[config.mk]
export PLATFORM = sky130hd
export DESIGN_NAME = rst_cause_reg
export DESIGN_NICKNAME = d
export VERILOG_FILES = /design/src/rtl/rcs_pkg.sv /design/src/rtl/rcs_bus_decode.sv /design/src/rtl/rcs_event_qual.sv /design/src/rtl/rcs_cause_latch.sv /design/src/rtl/rcs_read_port.sv /design/src/rtl/rst_cause_reg.sv
export SDC_FILE = /design/constraint.sdc
export NUM_CORES = 1
export LEC_CHECK = 0
export ABC_AREA = 0
export BUFFER_PORTS_ARGS = -buffer_cell sky130_fd_sc_hd__buf_4
export CAP_MARGIN = 20
export CORE_UTILIZATION = 30
export CTS_CLUSTER_DIAMETER = 150
export DETAILED_ROUTE_END_ITERATION = 6
export GPL_TIMING_DRIVEN = 0
export PLACE_DENSITY_LB_ADDON = 0.25
export SETUP_SLACK_MARGIN = 0.5
export SYNTH_ARGS = -nofsm -noshare
export SYNTH_HDL_FRONTEND = slang
export SYNTH_SLANG_ARGS = --single-unit
[constraint.sdc]
create_clock -name clk -period 1.95 [get_ports clk]
set_input_delay 0.0975 -clock clk [delete_from_list [all_inputs] [get_ports clk]]
set_output_delay 0.0975 -clock clk [all_outputs]
set_load 0.01 [all_outputs]
[src/rtl/rcs_pkg.sv]
package rcs_pkg;

    localparam int DATA_W = 8;

    // Flag positions; software decodes these, so the order is fixed.
    localparam int POS_PWRON   = 7;
    localparam int POS_PIN     = 6;
    localparam int POS_WDOG    = 5;
    localparam int POS_BADOP   = 4;
    localparam int POS_BADADDR = 3;
    localparam int POS_MONITOR = 2;
    localparam int POS_LOWVOLT = 1;
    localparam int POS_UNUSED  = 0;

    localparam logic [DATA_W-1:0] PWRON_VALUE = DATA_W'(1) << POS_PWRON;

    typedef struct packed {
        logic pwr_on;
        logic pin;
        logic wdog;
        logic bad_op;
        logic bad_addr;
        logic addr_fetch;
        logic mon_entry;
        logic vec_blank;
        logic low_volt;
    } rst_evt_t;

    typedef struct packed {
        logic rd_hit;
        logic wr_hit;
    } bus_hit_t;

    // Set mask for the sticky (non power-on) flags, qualifiers applied.
    function automatic logic [DATA_W-1:0] cause_mask(input rst_evt_t e);
        logic [DATA_W-1:0] m;
        m = '0;
        m[POS_PIN]     = e.pin;
        m[POS_WDOG]    = e.wdog;
        m[POS_BADOP]   = e.bad_op;
        m[POS_BADADDR] = e.bad_addr & e.addr_fetch;
        m[POS_MONITOR] = e.mon_entry & e.vec_blank;
        m[POS_LOWVOLT] = e.low_volt;
        return m;
    endfunction

endpackage

[src/rtl/rcs_bus_decode.sv]
module rcs_bus_decode
    import rcs_pkg::*;
#(
    parameter int              ADDR_W   = 16,
    parameter logic [ADDR_W-1:0] REG_ADDR = 16'hFE01
) (
    input  logic [ADDR_W-1:0] bus_addr,
    input  logic              bus_rd,
    input  logic              bus_wr,
    output bus_hit_t          hit
);
    logic addr_match;

    assign addr_match = (bus_addr == REG_ADDR);
    assign hit.rd_hit = bus_rd & addr_match;
    assign hit.wr_hit = bus_wr & addr_match;
endmodule

[src/rtl/rcs_event_qual.sv]
module rcs_event_qual
    import rcs_pkg::*;
(
    input  rst_evt_t          evt,
    output logic              pwr_on,
    output logic [DATA_W-1:0] set_mask
);
    assign pwr_on   = evt.pwr_on;
    assign set_mask = cause_mask(evt);
endmodule

[src/rtl/rcs_cause_latch.sv]
module rcs_cause_latch
    import rcs_pkg::*;
(
    input  logic              clk,
    input  logic              rst,
    input  logic              pwr_on,
    input  logic [DATA_W-1:0] set_mask,
    input  logic              rd_hit,
    output logic [DATA_W-1:0] flags
);
    for (genvar b = 0; b < DATA_W; b++) begin : g_flag
        if (b == POS_UNUSED) begin : g_tie
            assign flags[b] = 1'b0;
        end else if (b == POS_PWRON) begin : g_pwron
            logic q;
            always_ff @(posedge clk) begin
                if (rst || pwr_on) q <= 1'b1;
                else if (rd_hit)   q <= 1'b0;
            end
            assign flags[b] = q;
        end else begin : g_sticky
            logic q;
            always_ff @(posedge clk) begin
                if (rst || pwr_on)    q <= 1'b0;
                else if (set_mask[b]) q <= 1'b1;
                else if (rd_hit)      q <= 1'b0;
            end
            assign flags[b] = q;
        end
    end

    AST_PWRON_LOAD: assert property (@(posedge clk) disable iff (rst)
        pwr_on |=> (flags == PWRON_VALUE));

    AST_READ_CLEARS: assert property (@(posedge clk) disable iff (rst)
        (rd_hit && !pwr_on && set_mask == '0) |=> (flags == '0));

    AST_EVENT_WINS: assert property (@(posedge clk) disable iff (rst)
        (rd_hit && !pwr_on && set_mask != '0)
        |=> ((flags & $past(set_mask)) == $past(set_mask)));

    AST_FLAGS_KEPT: assert property (@(posedge clk) disable iff (rst)
        (!rd_hit && !pwr_on) |=> ((flags & $past(flags)) == $past(flags)));
endmodule

[src/rtl/rcs_read_port.sv]
module rcs_read_port
    import rcs_pkg::*;
(
    input  logic              clk,
    input  logic              rst,
    input  logic              rd_hit,
    input  logic [DATA_W-1:0] flags,
    output logic [DATA_W-1:0] rd_data
);
    always_ff @(posedge clk) begin
        if (rst)         rd_data <= '0;
        else if (rd_hit) rd_data <= flags;
    end

    AST_RD_CAPTURE: assert property (@(posedge clk) disable iff (rst)
        rd_hit |=> (rd_data == $past(flags)));

    AST_RD_HOLD: assert property (@(posedge clk) disable iff (rst)
        !rd_hit |=> $stable(rd_data));

    AST_BIT0_ZERO: assert property (@(posedge clk) disable iff (rst)
        rd_data[POS_UNUSED] == 1'b0);
endmodule

[src/rtl/rst_cause_reg.sv]
module rst_cause_reg
    import rcs_pkg::*;
#(
    parameter int                ADDR_W   = 16,
    parameter logic [ADDR_W-1:0] REG_ADDR = 16'hFE01
) (
    input  logic              clk,
    input  logic              rst,
    input  logic              evt_pwr_on,
    input  logic              evt_pin,
    input  logic              evt_wdog,
    input  logic              evt_bad_op,
    input  logic              evt_bad_addr,
    input  logic              evt_addr_fetch,
    input  logic              evt_mon_entry,
    input  logic              evt_vec_blank,
    input  logic              evt_low_volt,
    input  logic [ADDR_W-1:0] bus_addr,
    input  logic              bus_rd,
    input  logic              bus_wr,
    input  logic [DATA_W-1:0] bus_wdata,
    output logic [DATA_W-1:0] rd_data
);
    rst_evt_t          evt;
    bus_hit_t          hit;
    logic              pwr_on;
    logic [DATA_W-1:0] set_mask;
    logic [DATA_W-1:0] flags;

    assign evt = '{pwr_on:     evt_pwr_on,
                   pin:        evt_pin,
                   wdog:       evt_wdog,
                   bad_op:     evt_bad_op,
                   bad_addr:   evt_bad_addr,
                   addr_fetch: evt_addr_fetch,
                   mon_entry:  evt_mon_entry,
                   vec_blank:  evt_vec_blank,
                   low_volt:   evt_low_volt};

    rcs_bus_decode #(.ADDR_W(ADDR_W), .REG_ADDR(REG_ADDR)) u_decode (
        .bus_addr (bus_addr),
        .bus_rd   (bus_rd),
        .bus_wr   (bus_wr),
        .hit      (hit)
    );

    rcs_event_qual u_qual (
        .evt      (evt),
        .pwr_on   (pwr_on),
        .set_mask (set_mask)
    );

    rcs_cause_latch u_latch (
        .clk      (clk),
        .rst      (rst),
        .pwr_on   (pwr_on),
        .set_mask (set_mask),
        .rd_hit   (hit.rd_hit),
        .flags    (flags)
    );

    rcs_read_port u_rdport (
        .clk      (clk),
        .rst      (rst),
        .rd_hit   (hit.rd_hit),
        .flags    (flags),
        .rd_data  (rd_data)
    );

    AST_WRITE_IGNORED: assert property (@(posedge clk) disable iff (rst)
        (hit.wr_hit && (bus_wdata != '0) && !hit.rd_hit && !evt_pwr_on && !evt_pin &&
         !evt_wdog && !evt_bad_op && !evt_bad_addr && !evt_mon_entry && !evt_low_volt)
        |=> $stable(flags));

    AST_DATA_FETCH_IGNORED: assert property (@(posedge clk) disable iff (rst)
        (evt_bad_addr && !evt_addr_fetch && !hit.rd_hit && !evt_pwr_on)
        |=> $stable(flags[POS_BADADDR]));
endmodule

==> results by group, run 1 <==
Status
  – Outcome: complete, no violations

Job
  – Max-capacitance violation count: 0

Placed design
  – Worst slack after detailed placement: 0.266 ns
  – Total half-perimeter wirelength after legalization and detailed placement: roughly 1000 um
  – Global placement routability congestion: between 0.6 and 0.7
  – Number of port buffers: 33

Floorplanning
  – Die Footprint: 2140 um^2
  – Width of the die: approximately 46 um
  – Starting density of the core: 0.330
  – Boundary pin count: 45
  – Number of standard-cell rows in the floorplan: 15
  – Core Footprint: ~1800 um^2
  – Vertical die dimension: between 40 and 50 um

Pwr
  – PD cells: 608 nW/um^2
  – Share of power burned in combinational logic: 0.118
  – Cell internal power dissipation: 0.447 mW
  – Static leakage: 0.405 nW
  – Clock power share: 0.355
  – Worst-case vdd ir drop: 0.000476 V
  – Switching part of the total: 0.203
  – Fraction of power consumed by sequential logic: 0.527
  – Total chip power: 0.561 mW
  – Switching power summed over all nets: 0.114 mW

Setup path
  – Worst Path Class, Setup: in -> reg
  – Critical Path Source Type: input pin
  – Number of cells on the worst reg-to-reg path: 2
  – Data required time of the critical path: 2.10 ns
  – Buffers and inverters on the worst path: 2
  – Crit-path leading delay family: simple AND/OR/NAND/NOR gates
  – Critical path's slowest cell: sky130_fd_sc_hd__or4b_4
  – Crit path arrival time: 1.56 ns
  – Crit path capture type: register
  – Maximum fanout along the worst path: 9
  – Critical Path, Cell by Cell: buf_4 > or4b_4 > or4_4 > buf_6 > o21ai_1 > a21oi_1
  – Stage delay of the slowest cell on the critical path: 0.55 ns
  – Cell depth of the worst setup path: 6

CTS
  – CTS tree: done
  – Clk slew on worst S/H paths: 0.08 ns
  – Master cell of the clock root buffer: sky130_fd_sc_hd__clkbuf_4
  – Number of buffers inserted during clock tree synthesis: 3
  – Number of H-tree levels: 1
  – Clock latency on the worst-skew pair: 0.27 ns
  – Number of sinks on the clock net: 14
  – Post-CTS Setup Inserts: 0
  – Worst-case clock buffer depth: 2

Synthesis
  – Number of synthesis warnings: 0
  – Synth top area share: 0.477
  – Mean area per synthesized cell: 8.28 um^2
  – Register area share after synthesis: 0.477
  – Count of flip-flops with a built-in enable after synthesis: 0
  – Dominant register cell in the synthesized netlist: sky130_fd_sc_hd__dfxtp_1
  – Top cell type by total area after synthesis: sky130_fd_sc_hd__dfxtp_1
  – Most area-consuming cells after synthesis: sky130_fd_sc_hd__dfxtp_1 48%, sky130_fd_sc_hd__o21ai_1 12%, sky130_fd_sc_hd__nand3_1 7.7%, sky130_fd_sc_hd__nand2_1 7.7%, sky130_fd_sc_hd__a21oi_1 6.0%
  – Share of flip-flops with an asynchronous set or reset: 0
  – Synthesis-stage register bit count: 14
  – Leading post-synthesis cells by instance count: 14 x sky130_fd_sc_hd__dfxtp_1, 14 x sky130_fd_sc_hd__o21ai_1, 12 x sky130_fd_sc_hd__nand2_1
  – Synthesized netlist net count: 108
  – Number of distinct standard cells referenced by the synthesized netlist: 16
  – Mapped Area: 588 um^2
  – Instance count of the mapped netlist: 71

GRT
  – GR Util All Layers: 0.149
  – Number of antenna violations at the first check in global routing: 0
  – Global-route wire length before repair: between 2000 and 2500 um
  – Via count of the first global-routing pass: about 550
  – Total grt overflow: 0
  – Largest net degree at the start of global routing: 11

STA
  – Worst hold margin: 0.0187 ns
  – Period minus WS final: 1.41 ns
  – Final critical-path share of the clock period: 0.722
  – Setup TNS: 0 ns
  – Fin worst setup slack: 0.542 ns
  – Number of endpoints failing setup at the final stage: 0
  – Setup repair after global routing missed its margin: yes
  – Fin. max-slew vios: 0
  – F_max: 0.710 GHz
  – Remaining max-slew budget at the tightest pin: 0.507
  – Clock Skew: 0.00563 ns
  – Slew at the pin with the worst max-slew slack: 0.733 ns
  – Final hold violations: 0

Layout
  – Diodes inserted: 0
  – Fraction of layout instances using a drive strength above 1: 0.398
  – Sequential cell area: 280 um^2
  – Synth-to-Final Area Change: 57.0%
  – Number of nets in the final layout: 146
  – Final-layout fill cell count: roughly 180
  – Footprint of the multi-input gates: 298 um^2

Drt
  – Number of nets still failing antenna checks after routing: 0
  – Total number of vias: 622
  – Average detailed-routed wire length per instance: 10.3 um
  – First-iteration detailed-routing DRC count: 8
  – Drt pass-1 iters: 4
  – Vias/cell: 4.68
  – Detailed Route WL: 1370 um
  – DRC violation count after routing: 0

Hold path
  – Class of the most critical hold timing path: in -> reg
  – Worst hold path depth: 3
==> state kept, by name, indices dropped and copies added (netlist names) <==
name / flops
u_latch.g_flag.g_pwron.q: 1
u_rdport.rd_data: 7
u_latch.g_flag.g_sticky.q: 6
==> stage by stage <==
stage	std cells	util	instance area (um^2)
floorplan	71	-	599
CTS	133	0.513	915
finish	133	0.518	923
global route	133	0.518	923
global placement	129	0.493	878
detailed placement	129	0.493	878
==> kinds of logic (layout without fill, tap and decap cells) <==
group / after synthesis / count (layout) / share of synthesized area
and+or+nand+nor: 30 / 30 / 0.294
DFF: 14 / 14 / 0.477
buffers and inverters: 5 / 42 / 0.0447
other: 1 / 1 / 0.00638
AOI/OAI and AO/OA: 21 / 21 / 0.179
==> routing by layer <==
layer  vias up  wire, um  track usage
li1        325         -            -
met1       276       615        0.188
met2        21       665        0.237
met3         0        89       0.0706
met4         0         0       0.0176
met5         -         0            0
==> power by group through the flow <==
| stage | clock (mW) | combinational [mW] | sequential (mW) |
|---|---|---|---|
| floorplan | 0 | 0.0219 | 0.301 |
| global placement | 0 | 0.0637 | 0.302 |
| detailed placement | 0 | 0.0650 | 0.302 |
| CTS | 0.208 | 0.0654 | 0.296 |
| global route | 0.217 | 0.0728 | 0.297 |
| finish | 0.199 | 0.0662 | 0.296 |
==> final cells by class <==
cell class / instances / share of cell area
Timing Repair Buffer: 33 / 0.268
Buffer: 5 / 0.0325
Multi-Input combinational cell: 52 / 0.322
Clock buffer: 4 / 0.0393
Sequential cell: 14 / 0.304
Tap cell: 25 / 0.0339
==> worst reg2reg max path: cells and delay by family, from the launching register on <==
kind,cells,cell delay (ns)
AND/OR/NAND/NOR,1,0.08
flip-flops,1,0.36
AO/OA/AOI/OAI,1,0.16
==> repair_timing <==
item,CTS,global route
gates resized for setup,0,1
hold endpoints to repair,0,0
endpoints found under the setup margin,0,1
hold buffers,0,0
==> cell usage in the layout, fill, tap and decap left out, drive strengths merged <==
cell type | netlist | final
or3 | 1 | 1
buf | 2 | 35
nor4 | 1 | 1
or4 | 1 | 1
nand3 | 9 | 9
nand4b | 2 | 2
or4b | 1 | 1
o21ai | 14 | 14
dfxtp | 14 | 14
clkbuf | 3 | 7
nor3 | 1 | 1
nand2 | 12 | 12
a21oi | 7 | 7
conb | 1 | 1
nor2 | 2 | 2
==> path summary, 6_finish.rpt <==
path                                              startpoint                            to  slack [ns]
worst min register to register  u_latch.g_flag[6].g_sticky.q  u_latch.g_flag[6].g_sticky.q        0.47
worst min-delay path                              evt_bad_op  u_latch.g_flag[4].g_sticky.q        0.02
worst max register to register  u_latch.g_flag[4].g_sticky.q           u_rdport.rd_data[4]        1.29
worst max-delay path                             bus_addr[3]           u_rdport.rd_data[2]        0.54
Power figures use the tool's default switching activity.
==> run 2: changes to the inputs <==
--- a/config.mk
+++ b/config.mk
@@ -5,7 +5,7 @@
 export SDC_FILE = /design/constraint.sdc
 export NUM_CORES = 1
 export LEC_CHECK = 0
-export ABC_AREA = 0
+export ABC_AREA = 1
 export BUFFER_PORTS_ARGS = -buffer_cell sky130_fd_sc_hd__buf_4
 export CAP_MARGIN = 20
 export CORE_UTILIZATION = 30
==> constraint.sdc (replaced) <==
create_clock -name clk -period 1.1 [get_ports clk]
set_input_delay 0.055 -clock clk [delete_from_list [all_inputs] [get_ports clk]]
set_output_delay 0.055 -clock clk [all_outputs]
set_load 0.01 [all_outputs]
==> results by group, run 2 <==
Placed design
  – Number of cells in the design after placement: 164 (was 129)
  – Total half-perimeter wirelength after legalization and detailed placement: 1190 um (was 1050 um)
  – Global placement routability congestion: 0.743 (was 0.693)
  – Number of port buffers: 34 (was 33)

STA
  – Final critical-path share of the clock period: 0.696
  – Period minus WS final: 0.766 ns
  – Worst hold margin: -0.00902 ns (was 0.0187 ns)
  – Setup TNS: 0 ns (unchanged)
  – Setup repair after global routing missed its margin: yes (unchanged)
  – Clock Skew: 0.00139 ns (was 0.00563 ns)
  – Fin. max-slew vios: 0 (unchanged)
  – Final hold violations: 1 (was 0)
  – F_max: ~1.3 GHz
  – Number of endpoints failing setup at the final stage: 0 (unchanged)

Synthesis
  – Mean area per synthesized cell: 6.82 um^2 (was 8.28 um^2)
  – Leading post-synthesis cells by instance count: 23 x sky130_fd_sc_hd__nand2_1, 19 x sky130_fd_sc_hd__inv_1, 19 x sky130_fd_sc_hd__nor2_1 (was 14 x sky130_fd_sc_hd__dfxtp_1, 14 x sky130_fd_sc_hd__o21ai_1, 12 x sky130_fd_sc_hd__nand2_1)
  – Synthesized netlist net count: 139 (was 108)
  – Dominant register cell in the synthesized netlist: sky130_fd_sc_hd__dfxtp_1 (unchanged)
  – Top cell type by total area after synthesis: sky130_fd_sc_hd__dfxtp_1 (unchanged)
  – Instance count of the mapped netlist: 102 (was 71)
  – Count of flip-flops with a built-in enable after synthesis: 0 (unchanged)
  – Register area share after synthesis: 0.403 (was 0.477)
  – Synthesis-stage register bit count: 14 (unchanged)
  – Mapped Area: 696 um^2 (was 588 um^2)
  – Most area-consuming cells after synthesis: sky130_fd_sc_hd__dfxtp_1 40%, sky130_fd_sc_hd__nand2_1 12%, sky130_fd_sc_hd__inv_1 10%, sky130_fd_sc_hd__nor2_1 10%, sky130_fd_sc_hd__nand4_1 6.3% (was sky130_fd_sc_hd__dfxtp_1 48%, sky130_fd_sc_hd__o21ai_1 12%, sky130_fd_sc_hd__nand3_1 7.7%, sky130_fd_sc_hd__nand2_1 7.7%, sky130_fd_sc_hd__a21oi_1 6.0%)
  – Number of synthesis warnings: 0 (unchanged)
  – Synth top area share: 0.403 (was 0.477)
  – Most frequent cell after synthesis: sky130_fd_sc_hd__nand2_1
  – Number of distinct standard cells referenced by the synthesized netlist: 17 (was 16)
  – Share of flip-flops with an asynchronous set or reset: 0 (unchanged)

Pwr
  – Clock power share: 0.279 (was 0.355)
  – Cell internal power dissipation: 0.747 mW (was 0.447 mW)
  – Share of power burned in combinational logic: 0.189 (was 0.118)
  – Static leakage: 0.577 nW (was 0.405 nW)
  – Switching power summed over all nets: 0.238 mW (was 0.114 mW)
  – Fraction of power consumed by sequential logic: 0.532 (was 0.527)
  – PD cells: 830 nW/um^2 (was 608 nW/um^2)
  – Worst-case vdd ir drop: 0.000701 V (was 0.000476 V)
  – Switching part of the total: 0.241 (was 0.203)

Layout
  – Finished Core Util: 0.542 (was 0.518)
  – Number of flip-flops under the largest register name: 7 (unchanged)
  – Most common cell after layout, fill and taps aside: sky130_fd_sc_hd__buf_4 (unchanged)
  – Non-Filler Instances: 168 (was 133)
  – Top reg by flops: u_rdport.rd_data (unchanged)
  – Number of nets in the final layout: 179 (was 146)
  – Synth-to-Final Area Change: 70.7% (was 57.0%)
  – Largest registers in the final layout: u_rdport.rd_data (7), u_latch.g_flag.g_sticky.q (6), u_latch.g_flag.g_pwron.q (1) (unchanged)
  – Most frequent cells in the layout: 24 x sky130_fd_sc_hd__buf_4, 16 x sky130_fd_sc_hd__nor2_1, 13 x sky130_fd_sc_hd__nand2_1, 13 x sky130_fd_sc_hd__dfxtp_2, 12 x sky130_fd_sc_hd__inv_1 (was 34 x sky130_fd_sc_hd__buf_4, 14 x sky130_fd_sc_hd__o21ai_1, 14 x sky130_fd_sc_hd__dfxtp_1)
  – Fraction of layout instances using a drive strength above 1: 0.629 (was 0.398)
  – Diodes inserted: 0 (unchanged)

Drt
  – First-iteration detailed-routing DRC count: 7 (was 8)
  – Vias/cell: 4.33 (was 4.68)
  – Detailed Route WL: 1550 um (was 1370 um)
  – Average detailed-routed wire length per instance: 9.20 um (was 10.3 um)
  – DRC violation count after routing: 0 (unchanged)
  – Total number of vias: 728 (was 622)
  – Number of nets still failing antenna checks after routing: 0 (unchanged)
  – Drt pass-1 iters: 4 (unchanged)

CTS
  – Clk slew on worst S/H paths: 0.08 ns (about the same)
  – Number of H-tree levels: 1 (unchanged)
  – Master cell of the clock root buffer: sky130_fd_sc_hd__clkbuf_4 (unchanged)
  – Clock latency on the worst-skew pair: 0.27 ns (about the same)
  – Number of buffers inserted during clock tree synthesis: 3 (unchanged)
  – Number of sinks on the clock net: 14 (unchanged)
  – Worst-case clock buffer depth: 2 (unchanged)
  – CTS tree: done (unchanged)

GRT
  – Global-route wire length before repair: 2560 um (was 2220 um)
  – Largest net degree at the start of global routing: 9 (was 11)
  – Total grt overflow: 0 (unchanged)
  – GR Util All Layers: 0.132 (was 0.149)
  – Number of antenna violations at the first check in global routing: 0 (unchanged)
  – Via count of the first global-routing pass: 647 (was 551)

Job
  – Max-capacitance violation count: 0 (unchanged)

Setup path
  – Maximum fanout along the worst path: 2 (was 9)
  – Critical path's slowest cell: sky130_fd_sc_hd__dfxtp_2 (was sky130_fd_sc_hd__or4b_4)
  – Stage delay of the slowest cell on the critical path: 0.33 ns (was 0.55 ns)
  – Data required time of the critical path: 1.04 ns (was 2.10 ns)
  – Critical Path Source Type: register (was input pin)
  – Crit path capture type: primary output (was register)
  – Buffers and inverters on the worst path: 1 (was 2)
  – Crit-path leading delay family: flip-flops (was simple AND/OR/NAND/NOR gates)
  – Crit path arrival time: 0.71 ns (was 1.56 ns)
  – Critical Path, Cell by Cell: buf_6 (was buf_4 > or4b_4 > or4_4 > buf_6 > o21ai_1 > a21oi_1)
  – Worst Path Class, Setup: reg -> out (was in -> reg)

Floorplanning
  – Width of the die: 50.2 um (was 46.3 um)
  – Die Footprint: 2520 um^2 (was 2140 um^2)
  – Number of standard-cell rows in the floorplan: 17 (was 15)
  – Vertical die dimension: 50.2 um (was 46.3 um)
  – Core Footprint: 2190 um^2 (was 1780 um^2)
  – Starting density of the core: 0.318 (was 0.330)
  – Boundary pin count: 45 (unchanged)

Status
  – Outcome: finished, violations left (was complete, no violations)
  – Violations in the final reports: hold timing

Hold path
  – Class of the most critical hold timing path: in -> reg (unchanged)
-- run 2: timing repair --
action / CTS / global route
setup endpoints to repair: 21 / 21
buffers inserted: 1 / 0
endpoints found under the hold margin: 1 / 1
resized for setup: 24 / 30
pin swaps: 12 / 25
-- run 2: power by group through the flow --
stage / Clock (mW) / Sequential, mW / Combinational [mW]
floorplan: 0 / 0.531 / 0.0628
global placement: 0 / 0.532 / 0.149
detailed placement: 0 / 0.533 / 0.153
CTS: 0.281 / 0.522 / 0.158
global route: 0.312 / 0.525 / 0.204
finish: 0.275 / 0.524 / 0.186
-- run 2: final timing paths --
| path | from | endpoint | slack (ns) | cells after the start |
|---|---|---|---|---|
| min reg2reg | u_latch.g_flag[7].g_pwron.q | u_latch.g_flag[7].g_pwron.q | 0.46 | 2 |
| min | evt_pwr_on | u_latch.g_flag[7].g_pwron.q | -0.009 | 3 |
| max | u_rdport.rd_data[6] | rd_data[6] | 0.33 | 1 |
| max reg2reg | u_latch.g_flag[1].g_sticky.q | u_rdport.rd_data[1] | 0.40 | 4 |
-- run 2: area by class of cell --
cell class	instances	area, um^2
inverters	22	90.1
fillers	208	1000
well taps	28	35.0
repair buffers	35	320
multi-input cells	65	415
plain buffers	1	7.51
flip-flops and latches	14	297
clock buffers	3	22.5
-- run 2: through the flow --
step | area [um^2] | hold WS (ns) | power [mW] | setup WS (ns)
after floorplan | 716 | 0.169 | 0.594 | 0.370
after global placement | 1010 | 0.269 | 0.681 | 0.160
after detailed placement | 1010 | 0.288 | 0.685 | 0.128
after CTS | 1100 | -0.00900 | 0.961 | 0.331
after global routing | 1190 | -0.0235 | 1.04 | 0.299
final | 1190 | -0.00902 | 0.985 | 0.334
-- run 2: routing by layer --
metal,track usage,part of all wire,vias to the layer above
li1,-,-,385
met1,0.171,0.42,323
met2,0.211,0.52,18
met3,0.0364,0.047,2
met4,0.0429,0.0078,0
met5,0,0,-
-- run 2: worst reg2reg max path, stage by stage (launching register included) --
cell,delay (ns)
sky130_fd_sc_hd__dfxtp_2,0.33
sky130_fd_sc_hd__inv_1,0.04
sky130_fd_sc_hd__nand4_1,0.09
sky130_fd_sc_hd__nand2_1,0.10
sky130_fd_sc_hd__nor2_1,0.04
-- run 2: cells by family after synthesis --
| logic type | count (synthesis) | synth area share |
|---|---|---|
| simple gates | 57 | 0.405 |
| compound gates | 7 | 0.0504 |
| buf+inv | 23 | 0.137 |
| other cells | 1 | 0.00539 |
| flops | 14 | 0.403 |
